[src/rtl/crc_cop_pkg.sv]
package crc_cop_pkg;

  localparam int BYTE_W     = 8;
  localparam int CRC_W      = 16;
  localparam int HOLD_DEPTH = CRC_W / BYTE_W;
  localparam int HOLD_CW    = $clog2(HOLD_DEPTH + 1);

  localparam logic [CRC_W-1:0]  POLY_REFL16  = 16'h8408;
  localparam logic [BYTE_W-1:0] POLY_NARROW  = 8'h1D;
  localparam logic [CRC_W-1:0]  RESID_ISO    = 16'hF0B8;
  localparam logic [CRC_W-1:0]  RESID_LEGACY = 16'h0000;
  localparam logic [BYTE_W-1:0] RESID_NARROW = 8'h00;

  typedef enum logic [1:0] {
    ST_IDLE  = 2'd0,
    ST_RUN   = 2'd1,
    ST_FLUSH = 2'd2
  } cop_state_e;

  typedef struct packed {
    logic narrow;
    logic iso;
    logic check;
  } cop_mode_t;

endpackage

[src/rtl/crc_cop_step.sv]
module crc_cop_step
  import crc_cop_pkg::*;
#(
  parameter logic [CRC_W-1:0]  POLY16 = POLY_REFL16,
  parameter logic [BYTE_W-1:0] POLY8  = POLY_NARROW
) (
  input  logic              narrow,
  input  logic [CRC_W-1:0]  crc_in,
  input  logic [BYTE_W-1:0] data,
  output logic [CRC_W-1:0]  crc_out
);

  logic [CRC_W-1:0]  wide_chain   [BYTE_W+1];
  logic [BYTE_W-1:0] narrow_chain [BYTE_W+1];

  assign wide_chain[0]   = crc_in ^ {{(CRC_W-BYTE_W){1'b0}}, data};
  assign narrow_chain[0] = crc_in[BYTE_W-1:0] ^ data;

  for (genvar g = 0; g < BYTE_W; g++) begin : g_bit
    // reflected 16-bit: LSB leaves first
    assign wide_chain[g+1] = wide_chain[g][0]
                           ? ((wide_chain[g] >> 1) ^ POLY16)
                           : (wide_chain[g] >> 1);
    // 8-bit: MSB leaves first
    assign narrow_chain[g+1] = narrow_chain[g][BYTE_W-1]
                             ? ((narrow_chain[g] << 1) ^ POLY8)
                             : (narrow_chain[g] << 1);
  end

  assign crc_out = narrow ? {{(CRC_W-BYTE_W){1'b0}}, narrow_chain[BYTE_W]}
                          : wide_chain[BYTE_W];

endmodule

[src/rtl/crc_cop_result.sv]
module crc_cop_result
  import crc_cop_pkg::*;
(
  input  logic              narrow,
  input  logic              iso,
  input  logic [CRC_W-1:0]  crc_val,
  output logic [BYTE_W-1:0] fin_lo,
  output logic [BYTE_W-1:0] fin_hi,
  output logic              fin_ok
);

  always_comb begin
    if (narrow) begin
      fin_lo = crc_val[BYTE_W-1:0];
      fin_hi = '0;
      fin_ok = (crc_val[BYTE_W-1:0] == RESID_NARROW);
    end else if (iso) begin
      fin_lo = ~crc_val[BYTE_W-1:0];
      fin_hi = ~crc_val[CRC_W-1:BYTE_W];
      fin_ok = (crc_val == RESID_ISO);
    end else begin
      fin_lo = crc_val[BYTE_W-1:0];
      fin_hi = crc_val[CRC_W-1:BYTE_W];
      fin_ok = (crc_val == RESID_LEGACY);
    end
  end

endmodule

[src/rtl/crc_cop_holdback.sv]
module crc_cop_holdback
  import crc_cop_pkg::*;
#(
  parameter int DEPTH = HOLD_DEPTH,
  localparam int CW   = $clog2(DEPTH + 1)
) (
  input  logic              clk,
  input  logic              rst_n,
  input  logic              clear,
  input  logic [CW-1:0]     limit,
  input  logic              push,
  input  logic [BYTE_W-1:0] push_data,
  input  logic              pop,
  output logic [BYTE_W-1:0] head,
  output logic [CW-1:0]     count
);

  logic [BYTE_W-1:0] slot_q [DEPTH];
  logic [BYTE_W-1:0] slot_d [DEPTH];
  logic [CW-1:0]     cnt_q, cnt_d, wr_idx;

  always_comb begin
    for (int i = 0; i < DEPTH; i++) slot_d[i] = slot_q[i];
    cnt_d = cnt_q;
    if (pop) begin
      for (int i = 0; i < DEPTH - 1; i++) slot_d[i] = slot_q[i+1];
      slot_d[DEPTH-1] = '0;
      cnt_d = cnt_q - 1'b1;
    end
    wr_idx = cnt_d;
    if (push && (wr_idx < CW'(DEPTH))) begin
      for (int i = 0; i < DEPTH; i++) begin
        if (CW'(i) == wr_idx) slot_d[i] = push_data;
      end
      cnt_d = cnt_d + 1'b1;
    end
    if (clear) cnt_d = '0;
  end

  always_ff @(posedge clk) begin
    if (!rst_n) begin
      cnt_q <= '0;
      for (int i = 0; i < DEPTH; i++) slot_q[i] <= '0;
    end else begin
      cnt_q <= cnt_d;
      for (int i = 0; i < DEPTH; i++) slot_q[i] <= slot_d[i];
    end
  end

  assign head  = slot_q[0];
  assign count = cnt_q;

  a_r11_pop_needs_data: assert property (@(posedge clk) disable iff (!rst_n)
    pop |-> (cnt_q != '0));

  a_r8_within_limit: assert property (@(posedge clk) disable iff (!rst_n)
    cnt_q <= limit);

endmodule

[src/rtl/crc_cop.sv]
module crc_cop
  import crc_cop_pkg::*;
(
  input  logic              clk,
  input  logic              rst_n,
  input  logic              start,
  input  logic              cfg_narrow,
  input  logic              cfg_iso,
  input  logic              cfg_check,
  input  logic [BYTE_W-1:0] preset_lo,
  input  logic [BYTE_W-1:0] preset_hi,
  input  logic              in_valid,
  input  logic [BYTE_W-1:0] in_data,
  input  logic              in_last,
  output logic              in_ready,
  output logic              out_valid,
  output logic [BYTE_W-1:0] out_data,
  input  logic              out_ready,
  output logic [BYTE_W-1:0] res_lo,
  output logic [BYTE_W-1:0] res_hi,
  output logic              res_ready,
  output logic              res_err
);

  cop_state_e        state_q;
  cop_mode_t         mode_q;
  logic [CRC_W-1:0]  crc_q, crc_next;
  logic [BYTE_W-1:0] fin_lo, fin_hi;
  logic              fin_ok;

  logic [HOLD_CW-1:0] hb_limit, hb_count;
  logic [BYTE_W-1:0]  hb_head;
  logic               hb_full, hb_push, hb_pop, hb_clear;
  logic               take_start, take_byte, take_last, pass_through, flush_pop;

  // ---------------- datapath ----------------
  crc_cop_step u_step (
    .narrow  (mode_q.narrow),
    .crc_in  (crc_q),
    .data    (in_data),
    .crc_out (crc_next)
  );

  crc_cop_result u_result (
    .narrow  (mode_q.narrow),
    .iso     (mode_q.iso),
    .crc_val (crc_next),
    .fin_lo  (fin_lo),
    .fin_hi  (fin_hi),
    .fin_ok  (fin_ok)
  );

  crc_cop_holdback #(.DEPTH(HOLD_DEPTH)) u_hold (
    .clk       (clk),
    .rst_n     (rst_n),
    .clear     (hb_clear),
    .limit     (hb_limit),
    .push      (hb_push),
    .push_data (in_data),
    .pop       (hb_pop),
    .head      (hb_head),
    .count     (hb_count)
  );

  // ---------------- handshakes ----------------
  assign hb_limit = mode_q.narrow ? HOLD_CW'(1) : HOLD_CW'(HOLD_DEPTH);
  assign hb_full  = (hb_count == hb_limit);

  assign in_ready  = (state_q == ST_RUN) &&
                     (!mode_q.check || !hb_full || out_ready);
  assign take_start = (state_q == ST_IDLE) && start;
  assign take_byte  = in_valid && in_ready;
  assign take_last  = take_byte && in_last;

  assign pass_through = take_byte && mode_q.check && hb_full;
  assign flush_pop    = (state_q == ST_FLUSH) && (hb_count != '0) && out_ready;

  assign out_valid = ((state_q == ST_RUN) && in_valid && mode_q.check && hb_full) ||
                     ((state_q == ST_FLUSH) && (hb_count != '0));
  assign out_data  = hb_head;

  assign hb_push  = take_byte && mode_q.check;
  assign hb_pop   = pass_through || flush_pop;
  // good frame (or calc mode): trailing bytes are discarded
  assign hb_clear = take_start || (take_last && !(mode_q.check && !fin_ok));

  // ---------------- control ----------------
  always_ff @(posedge clk) begin
    if (!rst_n) begin
      state_q   <= ST_IDLE;
      mode_q    <= '0;
      crc_q     <= '0;
      res_lo    <= '0;
      res_hi    <= '0;
      res_ready <= 1'b0;
      res_err   <= 1'b0;
    end else begin
      unique case (state_q)
        ST_IDLE: begin
          if (start) begin
            state_q   <= ST_RUN;
            mode_q    <= '{narrow: cfg_narrow, iso: cfg_iso, check: cfg_check};
            crc_q     <= cfg_narrow ? {{(CRC_W-BYTE_W){1'b0}}, preset_lo}
                                    : {preset_hi, preset_lo};
            res_ready <= 1'b0;
            res_err   <= 1'b0;
          end
        end
        ST_RUN: begin
          if (take_byte) begin
            crc_q <= crc_next;
            if (in_last) begin
              res_lo    <= fin_lo;
              res_hi    <= fin_hi;
              res_ready <= 1'b1;
              res_err   <= mode_q.check && !fin_ok;
              state_q   <= (mode_q.check && !fin_ok) ? ST_FLUSH : ST_IDLE;
            end
          end
        end
        ST_FLUSH: begin
          if ((hb_count == '0) || ((hb_count == HOLD_CW'(1)) && out_ready))
            state_q <= ST_IDLE;
        end
        default: state_q <= ST_IDLE;
      endcase
    end
  end

  // ---------------- assertions ----------------
  a_r4_no_ready_in_run: assert property (@(posedge clk) disable iff (!rst_n)
    (state_q == ST_RUN) |-> !res_ready);

  a_r4_result_hold: assert property (@(posedge clk) disable iff (!rst_n)
    (res_ready && !take_start) |=>
      (res_ready && $stable(res_lo) && $stable(res_hi) && $stable(res_err)));

  a_r12_quiet_in_calc: assert property (@(posedge clk) disable iff (!rst_n)
    !mode_q.check |-> !out_valid);

  a_r11_flush_hold: assert property (@(posedge clk) disable iff (!rst_n)
    ((state_q == ST_FLUSH) && out_valid && !out_ready) |=>
      (out_valid && $stable(out_data)));

  a_r10_err_needs_check: assert property (@(posedge clk) disable iff (!rst_n)
    res_err |-> mode_q.check);

  a_r2_busy_start_ignored: assert property (@(posedge clk) disable iff (!rst_n)
    ((state_q == ST_RUN) && start && !take_byte) |=> $stable(crc_q));

endmodule

[config.mk]
export PLATFORM = sky130hd
export DESIGN_NAME = crc_cop
export DESIGN_NICKNAME = d
export VERILOG_FILES = /design/src/rtl/crc_cop_pkg.sv /design/src/rtl/crc_cop_step.sv /design/src/rtl/crc_cop_result.sv /design/src/rtl/crc_cop_holdback.sv /design/src/rtl/crc_cop.sv
export SDC_FILE = /design/constraint.sdc
export NUM_CORES = 1
export LEC_CHECK = 0
export ABC_AREA = 0
export ABC_CLOCK_PERIOD_IN_PS = 3800
export BUFFER_PORTS_ARGS = -buffer_cell sky130_fd_sc_hd__buf_2
export CAP_MARGIN = 20
export CORE_AREA = 2 2 111 113
export CTS_CLUSTER_DIAMETER = 120
export DETAILED_ROUTE_END_ITERATION = 8
export DIE_AREA = 0 0 113 115
export PLACE_DENSITY = 0.49
export SLEW_MARGIN = 20
export SYNTH_ARGS = -nofsm -noshare
export SYNTH_HDL_FRONTEND = slang
export SYNTH_SLANG_ARGS = --single-unit
[constraint.sdc]
create_clock -name clk -period 3.8 [get_ports clk]
set_clock_uncertainty 0.2 [all_clocks]
set_input_delay 0.76 -clock clk [delete_from_list [all_inputs] [get_ports clk]]
set_output_delay 0.76 -clock clk [all_outputs]
set_load 0.03 [all_outputs]
==> results.md, run 1 <==
* RR Endpoint: u_hold.slot_q[0][4]
* Most used DFF post-synth: dfxtp_1
* Leakage at about 1.7 nW
* Post-CTS Hold Buffers at 0
* Vias at a little under 3k
* Final setup TNS at 0 ns
* R2R depth at 12
* End of the worst hold path: res_lo[7]
* Syn_area_per_cell at between 8 and 9 µm²
* Per-cell routed wire length at 16.4 µm
* CTS tree: built
* Synth cell count leaders: 57 x dfxtp_1, 48 x nor2_1, 39 x a21oi_1
* Crit-path max FO at 7
* CP Data Required Time at around 3.8 ns
* Vias/cell at between 4 and 5
* Status: complete, but fails checks
* CP startpoint kind: input port
* Final Hold Vio Count at 0
* Seq/Total Area, Yosys at 32.6%
* Final setup violation count at 0
* Total grt overflow at 0
* Failing checks: DRC
* Syn. warnings at 0
* Worst-skew pair later-pin latency at between 0.3 and 0.4 ns
* Slew @ Worst Pin at roughly 0.95 ns
* Post-synthesis instance area at ~3500 µm²
* First-pass GRT wire length at roughly 16000 µm
* Layout fillers at ~1.3k
* Antenna viol nets, final at 0
* Die width at 113 µm
* Setup bufs post-CTS at 0
* Synth area leader: dfxtp_1
* Die Ht at 115 µm
* Die area at 13000 µm²
* Period Utilization, post-route at between 80% and 90%
* Crit path DAT at between 3 and 4 ns
* Diode count at 0
* Drt drc at 2
* Num Clock Sinks at 57
* Crit. End Element: flop
* Hold path cells at 2
* CP max-delay cell: or4_1
* Hold Crit Class: flop to flop
* Max Clk Rate at around 0.32 GHz
* # H-tree levels at 3
* Initial antenna violation count at 0
* Core Util, Final at 35.6%
* All-Layer GR Usage at 15.7%
* Port bufs at 60
* Placer Congestion at 0.857
* Initial core utilization at 29.6%
* Async S/R FF share, synth at 0%
* Critical R2R Launch: u_hold.count[0]
* Max clock buf depth at 2
* Mapped Cells at about 390
* Root buf cell: clkbuf_16
* Proportion of layout cells with a drive suffix above 1 at approximately a quarter
* Synth Register Bits at 57
* Synth unique cells at 55
* DRT iter0 DRCs at approximately 200
* Nets@finish at between 400 and 500
* Fin. max-slew vios at 0
* Core ar. at 11800 µm²
* Area of the multi-input gates at 2140 µm²
* Critical path class: input port to flop
* Max-cap violations at 0
* Post-synth top area share at 32.6%
* Syn Nets at about 430
* CTS Buf Count at 9
* Worst-path cell chain: buf_2 -> xor2_4 -> xnor2_1 -> or4_1 -> or4_1 -> a2111o_1 -> nand3_2 -> o2bb2a_4
* EDFF count, synth at 0
* FF+latch area at around 1100 µm²
* Pin count of the biggest net entering global routing at 55
* Slew HR at roughly 37%
* Vias in the first global route at ~2.9k
* Syn-to-layout area delta at 20.1%
* Cts repair resizes at 0
* Worst vdd ir at 0.000160 V
* Most frequent cell after synthesis: dfxtp_1
* PwrDens at 495 nW/µm²
* R2R setup slack at 0.82 ns
* RSZ-0062 raised after global routing: no
* CP max stage delay at approximately 0.53 ns
* DRT Pass-1 Iters at 8
* Tmin final at 3.12 ns
* Area contributors post-synth: dfxtp_1 33%, xnor2_1 7.3%, a21oi_1 5.6%
* Detailed Route WL at about 9800 µm
* CP most frequent cell: or4_1
* I/O pin count at approximately 60
* DPL Wire Length at between 7000 and 8000 µm
* Row count at 40
* HP Start: res_lo[7]
* Worst-path clk slew at around 0.050 ns
how the worst max path moves through the flow:
stage                          start      end  slack [ns]  cells after the start
after global routing      in_data[3]  res_err        0.59                      8
after floorplan           in_data[0]  res_err        0.53                      7
after detailed placement  in_data[2]  res_err        0.35                      8
after CTS                 in_data[2]  res_err        0.69                      8
after global placement    in_data[2]  res_err        0.40                      8
final                     in_data[2]  res_err        0.68                      8
kinds of logic after synthesis:
kind of cell    count (synthesis)  synth area share, %
compound gates                 89                 16.6
xor+xnor                       63                 22.1
fa+ha+maj                       4                 1.43
buf+inv                        42                 6.37
flops                          57                 32.6
mux                            16                 4.62
simple gates                  123                 16.2
registers in the layout, summed over array words and instances, names as in the netlist:
| signal | cells |
|---|---|
| res_lo | 8 |
| res_err | 1 |
| u_hold.count | 2 |
| u_hold.slot_q | 16 |
| mode_q | 3 |
| res_ready | 1 |
| res_hi | 8 |
| crc_q | 16 |
| state_q | 2 |
worst max-delay path, delay by kind of cell:
kind                      cells  cell delay, ns
AOI/OAI and AO/OA             2            0.61
buffers and inverters         1            0.16
xor gates and xnor gates      2            0.54
and+or+nand+nor               3            1.07
layer usage:
layer  wire (µm)  GRT usage (%)  share of wire, %  up-vias
li1            -              -                 -     1478
met1        4600           21.0                47     1350
met2        4450           24.5                45       76
met3         583           4.11               6.0       12
met4         152           5.53               1.6        0
met5           0              0                 0        -
layout by cell type, fill, tap and decap left out, types with 4 or more instances in the layout:
cell type	n
buf_2	60
and3_1	4
xnor2_1	29
nand2_1	29
ha_1	4
nor3_1	17
xor2_1	19
buf_4	13
nor2_1	48
a22oi_1	12
dfxtp_1	57
a221oi_1	5
a21oi_1	39
o21ai_0	7
nand4_1	7
a211oi_1	9
clkbuf_16	9
mux2i_1	15
inv_1	8
per-stage QoR:
stage          power (W)  instance area [µm²]  std cells  worst slack (ns)  hold slack (ns)
2_1_floorplan    0.00112                 3500        394             0.532            0.238
3_3_place_gp     0.00128                 3900        582             0.399            0.247
3_5_place_dp     0.00128                 3900        582             0.346            0.246
4_1_cts          0.00210                 4200        598             0.691            0.253
5_1_grt          0.00219                 4200        598             0.589            0.269
6_report         0.00208                 4200        598             0.679            0.250
layout make-up:
cell class	instances	area share, %
clock inverter	5	1.31
tap	147	4.38
multi-input combinational	295	51.0
timing repair buffer	73	9.48
sequential	57	27.2
clock buffer	11	5.78
inverter	10	0.894
where the power goes:
part	internal, W	switching, W
Combinational	0.000279	0.000333
Sequential	0.000630	0.0000339
Clock	0.000522	0.000282
Total	0.00143	0.000648
Power figures use the tool's default switching activity.
==> run 2: changes to the inputs <==
--- a/config.mk
+++ b/config.mk
@@ -5,15 +5,15 @@
 export SDC_FILE = /design/constraint.sdc
 export NUM_CORES = 1
 export LEC_CHECK = 0
-export ABC_AREA = 0
-export ABC_CLOCK_PERIOD_IN_PS = 3800
+export ABC_AREA = 1
+export ABC_CLOCK_PERIOD_IN_PS = 3100
 export BUFFER_PORTS_ARGS = -buffer_cell sky130_fd_sc_hd__buf_2
 export CAP_MARGIN = 20
-export CORE_AREA = 2 2 111 113
+export CORE_AREA = 2 2 116 118
 export CTS_CLUSTER_DIAMETER = 120
 export DETAILED_ROUTE_END_ITERATION = 8
-export DIE_AREA = 0 0 113 115
-export PLACE_DENSITY = 0.49
+export DIE_AREA = 0 0 118 120
+export PLACE_DENSITY = 0.48
 export SLEW_MARGIN = 20
 export SYNTH_ARGS = -nofsm -noshare
 export SYNTH_HDL_FRONTEND = slang
==> constraint.sdc (replaced) <==
create_clock -name clk -period 3.1 [get_ports clk]
set_clock_uncertainty 0.2 [all_clocks]
set_input_delay 0.62 -clock clk [delete_from_list [all_inputs] [get_ports clk]]
set_output_delay 0.62 -clock clk [all_outputs]
set_load 0.03 [all_outputs]
==> run 2 against run 1 <==
The run now ends clean; global-route usage up 1.8 points; hold slack better by 0.014 ns; critical path depth up 13.
==> results.md, run 2 <==
* All-Layer GR Usage at 17.5% (was 15.7%)
* Vias at 3827 (was 2916)
* Worst-skew pair later-pin latency at 0.33 ns (about the same)
* DPL Wire Length at 9310 µm (was 7260 µm)
* Dpl ws at 0.203 ns (was 0.346 ns)
* Simple-Gate Fraction of Synth Area at 32.5% (was 16.2%)
* Crit-path max FO at 6 (was 7)
* Core ar. at 13000 µm² (was 11800 µm²)
* Worst vdd ir at 0.000297 V (was 0.000160 V)
* Setup bufs post-CTS at 0 (unchanged)
* DRT Pass-1 Iters at 5 (was 8)
* First-pass GRT wire length at 19200 µm (was 15800 µm)
* Port bufs at 60 (unchanged)
* Final Hold Vio Count at 0 (unchanged)
* Met2 WL at 5970 µm (was 4450 µm)
* Core Util, Final at 35.0% (was 35.6%)
* Post-synthesis xor/xnor area fraction at 4.88% (was 22.1%)
* Final setup violation count at 0 (unchanged)
* Crit path max-delay family: simple AND/OR/NAND/NOR gates (unchanged)
* I/O pin count at 61 (unchanged)
* Diode count at 0 (unchanged)
* Syn. warnings at 0 (unchanged)
* Critical path class: input port to flop (unchanged)
* Detailed Route WL at 12200 µm (was 9790 µm)
* Period Utilization, post-route at just over 80%
* Post-synth top area share at 30.3% (was 32.6%)
* Number of cells on the critical path at 21 (was 8)
* WP buf/inv at 3 (was 1)
* EDFF count, synth at 0 (unchanged)
* R2R depth at 19 (was 12)
* Post-Layout Cell Count at 785 (was 598)
* Fin. max-slew vios at 0 (unchanged)
* Worst setup margin at 0.565 ns (was 0.679 ns)
* Placed Cells at 769 (was 582)
* CP Data Required Time at 3.13 ns (was 3.82 ns)
* Syn_area_per_cell at 6.86 µm² (was 8.88 µm²)
* Antenna viol nets, final at 0 (unchanged)
* Synth area leader: dfxtp_1 (unchanged)
* Hold path cells at 2 (unchanged)
* Crit. End Element: flop (unchanged)
* Max clock buf depth at 2 (unchanged)
* Initial antenna violation count at 0 (unchanged)
* CTS tree: built (unchanged)
* Async S/R FF share, synth at 0% (unchanged)
* Layout fillers at 1417 (was 1259)
* Most frequent cells in the layout: 172 x nand2_1, 60 x buf_2, 57 x dfxtp_1, 36 x a21oi_1, 33 x nor2_1 (was 60 x buf_2, 57 x dfxtp_1, 48 x nor2_1, 39 x a21oi_1)
* Synth unique cells at 47 (was 55)
* Max-cap violations at 0 (unchanged)
* # H-tree levels at 3 (unchanged)
* Die Ht at 120 µm (was 115 µm)
* Num Clock Sinks at 57 (unchanged)
* Initial core utilization at 29.0% (was 29.6%)
* PwrDens at 634 nW/µm² (was 495 nW/µm²)
* Die area at 14200 µm² (was 13000 µm²)
* Placer Congestion at 0.876 (was 0.857)
* Syn-to-layout area delta at 20.6% (was 20.1%)
* CP max stage delay at 0.23 ns (was 0.53 ns)
* Status: finished clean (was complete, but fails checks)
* Commonest non-fill, non-tap cell in the layout: nand2_1 (was buf_2)
* Critical R2R Launch: crc_q[4] (was u_hold.count[0])
* Synth Area in Compound Gates at 18.8% (was 16.6%)
* Largest registers: crc_q x16, u_hold.slot_q x16 (unchanged)
* Hold Crit Class: flop to flop (unchanged)
* Worst-path clk slew at 0.05 ns (about the same)
* DRT iter0 DRCs at 159 (was 195)
* Vias/cell at 4.88 (about the same)
* Pin count of the biggest net entering global routing at 28 (was 55)
* Cts repair resizes at 0 (unchanged)
* CTS Buf Count at 9 (unchanged)
* Per-cell routed wire length at 15.5 µm (was 16.4 µm)
* Final setup TNS at 0 ns (unchanged)
* Post-synthesis instance area at 3770 µm² (was 3500 µm²)
* CP max-delay cell: nand2_1 (was or4_1)
* Synth cell count leaders: 172 x nand2_1, 57 x dfxtp_1, 36 x a21oi_1 (was 57 x dfxtp_1, 48 x nor2_1, 39 x a21oi_1)
* Root buf cell: clkbuf_16 (unchanged)
* Area contributors post-synth: dfxtp_1 30%, nand2_1 17%, a21oi_1 4.8% (was dfxtp_1 33%, xnor2_1 7.3%, a21oi_1 5.6%)
* Multiplexer area fraction after synthesis at 2.39% (was 4.62%)
* WL met3 at 429 µm (was 583 µm)
* Largest family of logic cells by synthesized area: simple AND/OR/NAND/NOR gates (was XOR/XNOR gates)
* Mapped Cells at 549 (was 394)
* CP startpoint kind: input port (unchanged)
* Syn Nets at 586 (was 431)
* Drt drc at 0 (was 2)
* Slew @ Worst Pin at 0.456 ns (was 0.947 ns)
* Nets@finish at 641 (was 483)
* Total grt overflow at 0 (unchanged)
* Die width at 118 µm (was 113 µm)
* Origin of the worst setup path: in_data[3] (was in_data[2])
* Most used DFF post-synth: dfxtp_1 (unchanged)
* Leakage at 2.14 nW (was 1.72 nW)
* Area of the multi-input gates at 2260 µm² (was 2140 µm²)
* Row count at 42 (was 40)
* Post-CTS Hold Buffers at 0 (unchanged)
* Max Clk Rate at slightly below 0.4 GHz
* Synth Register Bits at 57 (unchanged)
* Top Metal Used: met4 (unchanged)
* Slew HR at 69.6% (was 36.8%)
* Crit path DAT at 2.56 ns (was 3.14 ns)
* Most frequent cell after synthesis: nand2_1 (was dfxtp_1)
* Vias in the first global route at 3771 (was 2943)
* Proportion of layout cells with a drive suffix above 1 at 26.6% (was 23.3%)
* FF+latch area at 1140 µm² (unchanged)
* RSZ-0062 raised after global routing: no (unchanged)
* Synth Area in Adders at 1.33% (was 1.43%)
* Met1 WL at 5390 µm (was 4600 µm)
* Tmin final at about 2.5 ns
* Worst-path cell chain: buf_2 -> inv_2 -> nand2_1 -> nand2_1 -> nand2_1 -> nand2_2 -> nand2_1 -> nand2_1 -> nand2_1 -> nand3_2 -> nand2_1 -> inv_2 -> nand3b_1 -> nor2_1 -> nand2_1 -> nand2_1 -> nand2_1 -> nand2_1 -> nand2_1 -> nand2_1 -> nor2_1 (was buf_2 -> xor2_4 -> xnor2_1 -> or4_1 -> or4_1 -> a2111o_1 -> nand3_2 -> o2bb2a_4)
* HP Start: res_hi[0] (was res_lo[7])
* CP most frequent cell: nand2_1 (was or4_1)
* Seq/Total Area, Yosys at 30.3% (was 32.6%)
run 2: path summary, 6_finish.rpt:
check | endpoint | slack, ns
hold reg to reg | res_hi[0] | 0.26
hold / removal | res_hi[0] | 0.26
setup reg to reg | res_lo[4] | 0.63
setup / recovery | u_hold.count[0] | 0.56
run 2: logic make-up (layout without fill, tap and decap cells):
group / after synthesis / count (layout)
AOI/OAI and AO/OA: 107 / 107
xor gates and xnor gates: 21 / 21
adders and majority gates: 4 / 4
buffers and inverters: 80 / 140
DFF: 57 / 57
muxes: 8 / 8
and+or+nand+nor: 272 / 272
run 2: metrics by stage:
stage | hold slack, ns | total power (W) | area (µm²)
after CTS | 0.268 | 0.00289 | 4540
final | 0.263 | 0.00288 | 4540
after floorplan | 0.266 | 0.00146 | 3770
after global routing | 0.284 | 0.00302 | 4540
after detailed placement | 0.259 | 0.00172 | 4200
after global placement | 0.248 | 0.00172 | 4200
run 2: tightest hold or removal path: cells and delay by family, from the launching register on:
kind               cells  cell delay, ns
and+or+nand+nor        1            0.06
DFF                    1            0.31
AOI/OAI and AO/OA      1            0.05
run 2: layer usage:
layer,GRT usage [%],vias up
met4,7.61,0
met5,0,-
met2,30.6,107
met3,2.66,26
met1,21.2,1790
li1,-,1904
run 2: final cells by class:
class	instances	share of cell area (%)
clock inverter	5	2.26
inverter	54	4.52
tap	176	4.85
timing repair buffer	70	8.26
multi-input combinational	412	49.7
clock buffer	11	5.34
sequential	57	25.1
run 2: report_power, final:
part           internal [W]  switching [W]
logic              0.000277       0.000605
registers          0.000787      0.0000437
clock network      0.000805       0.000362
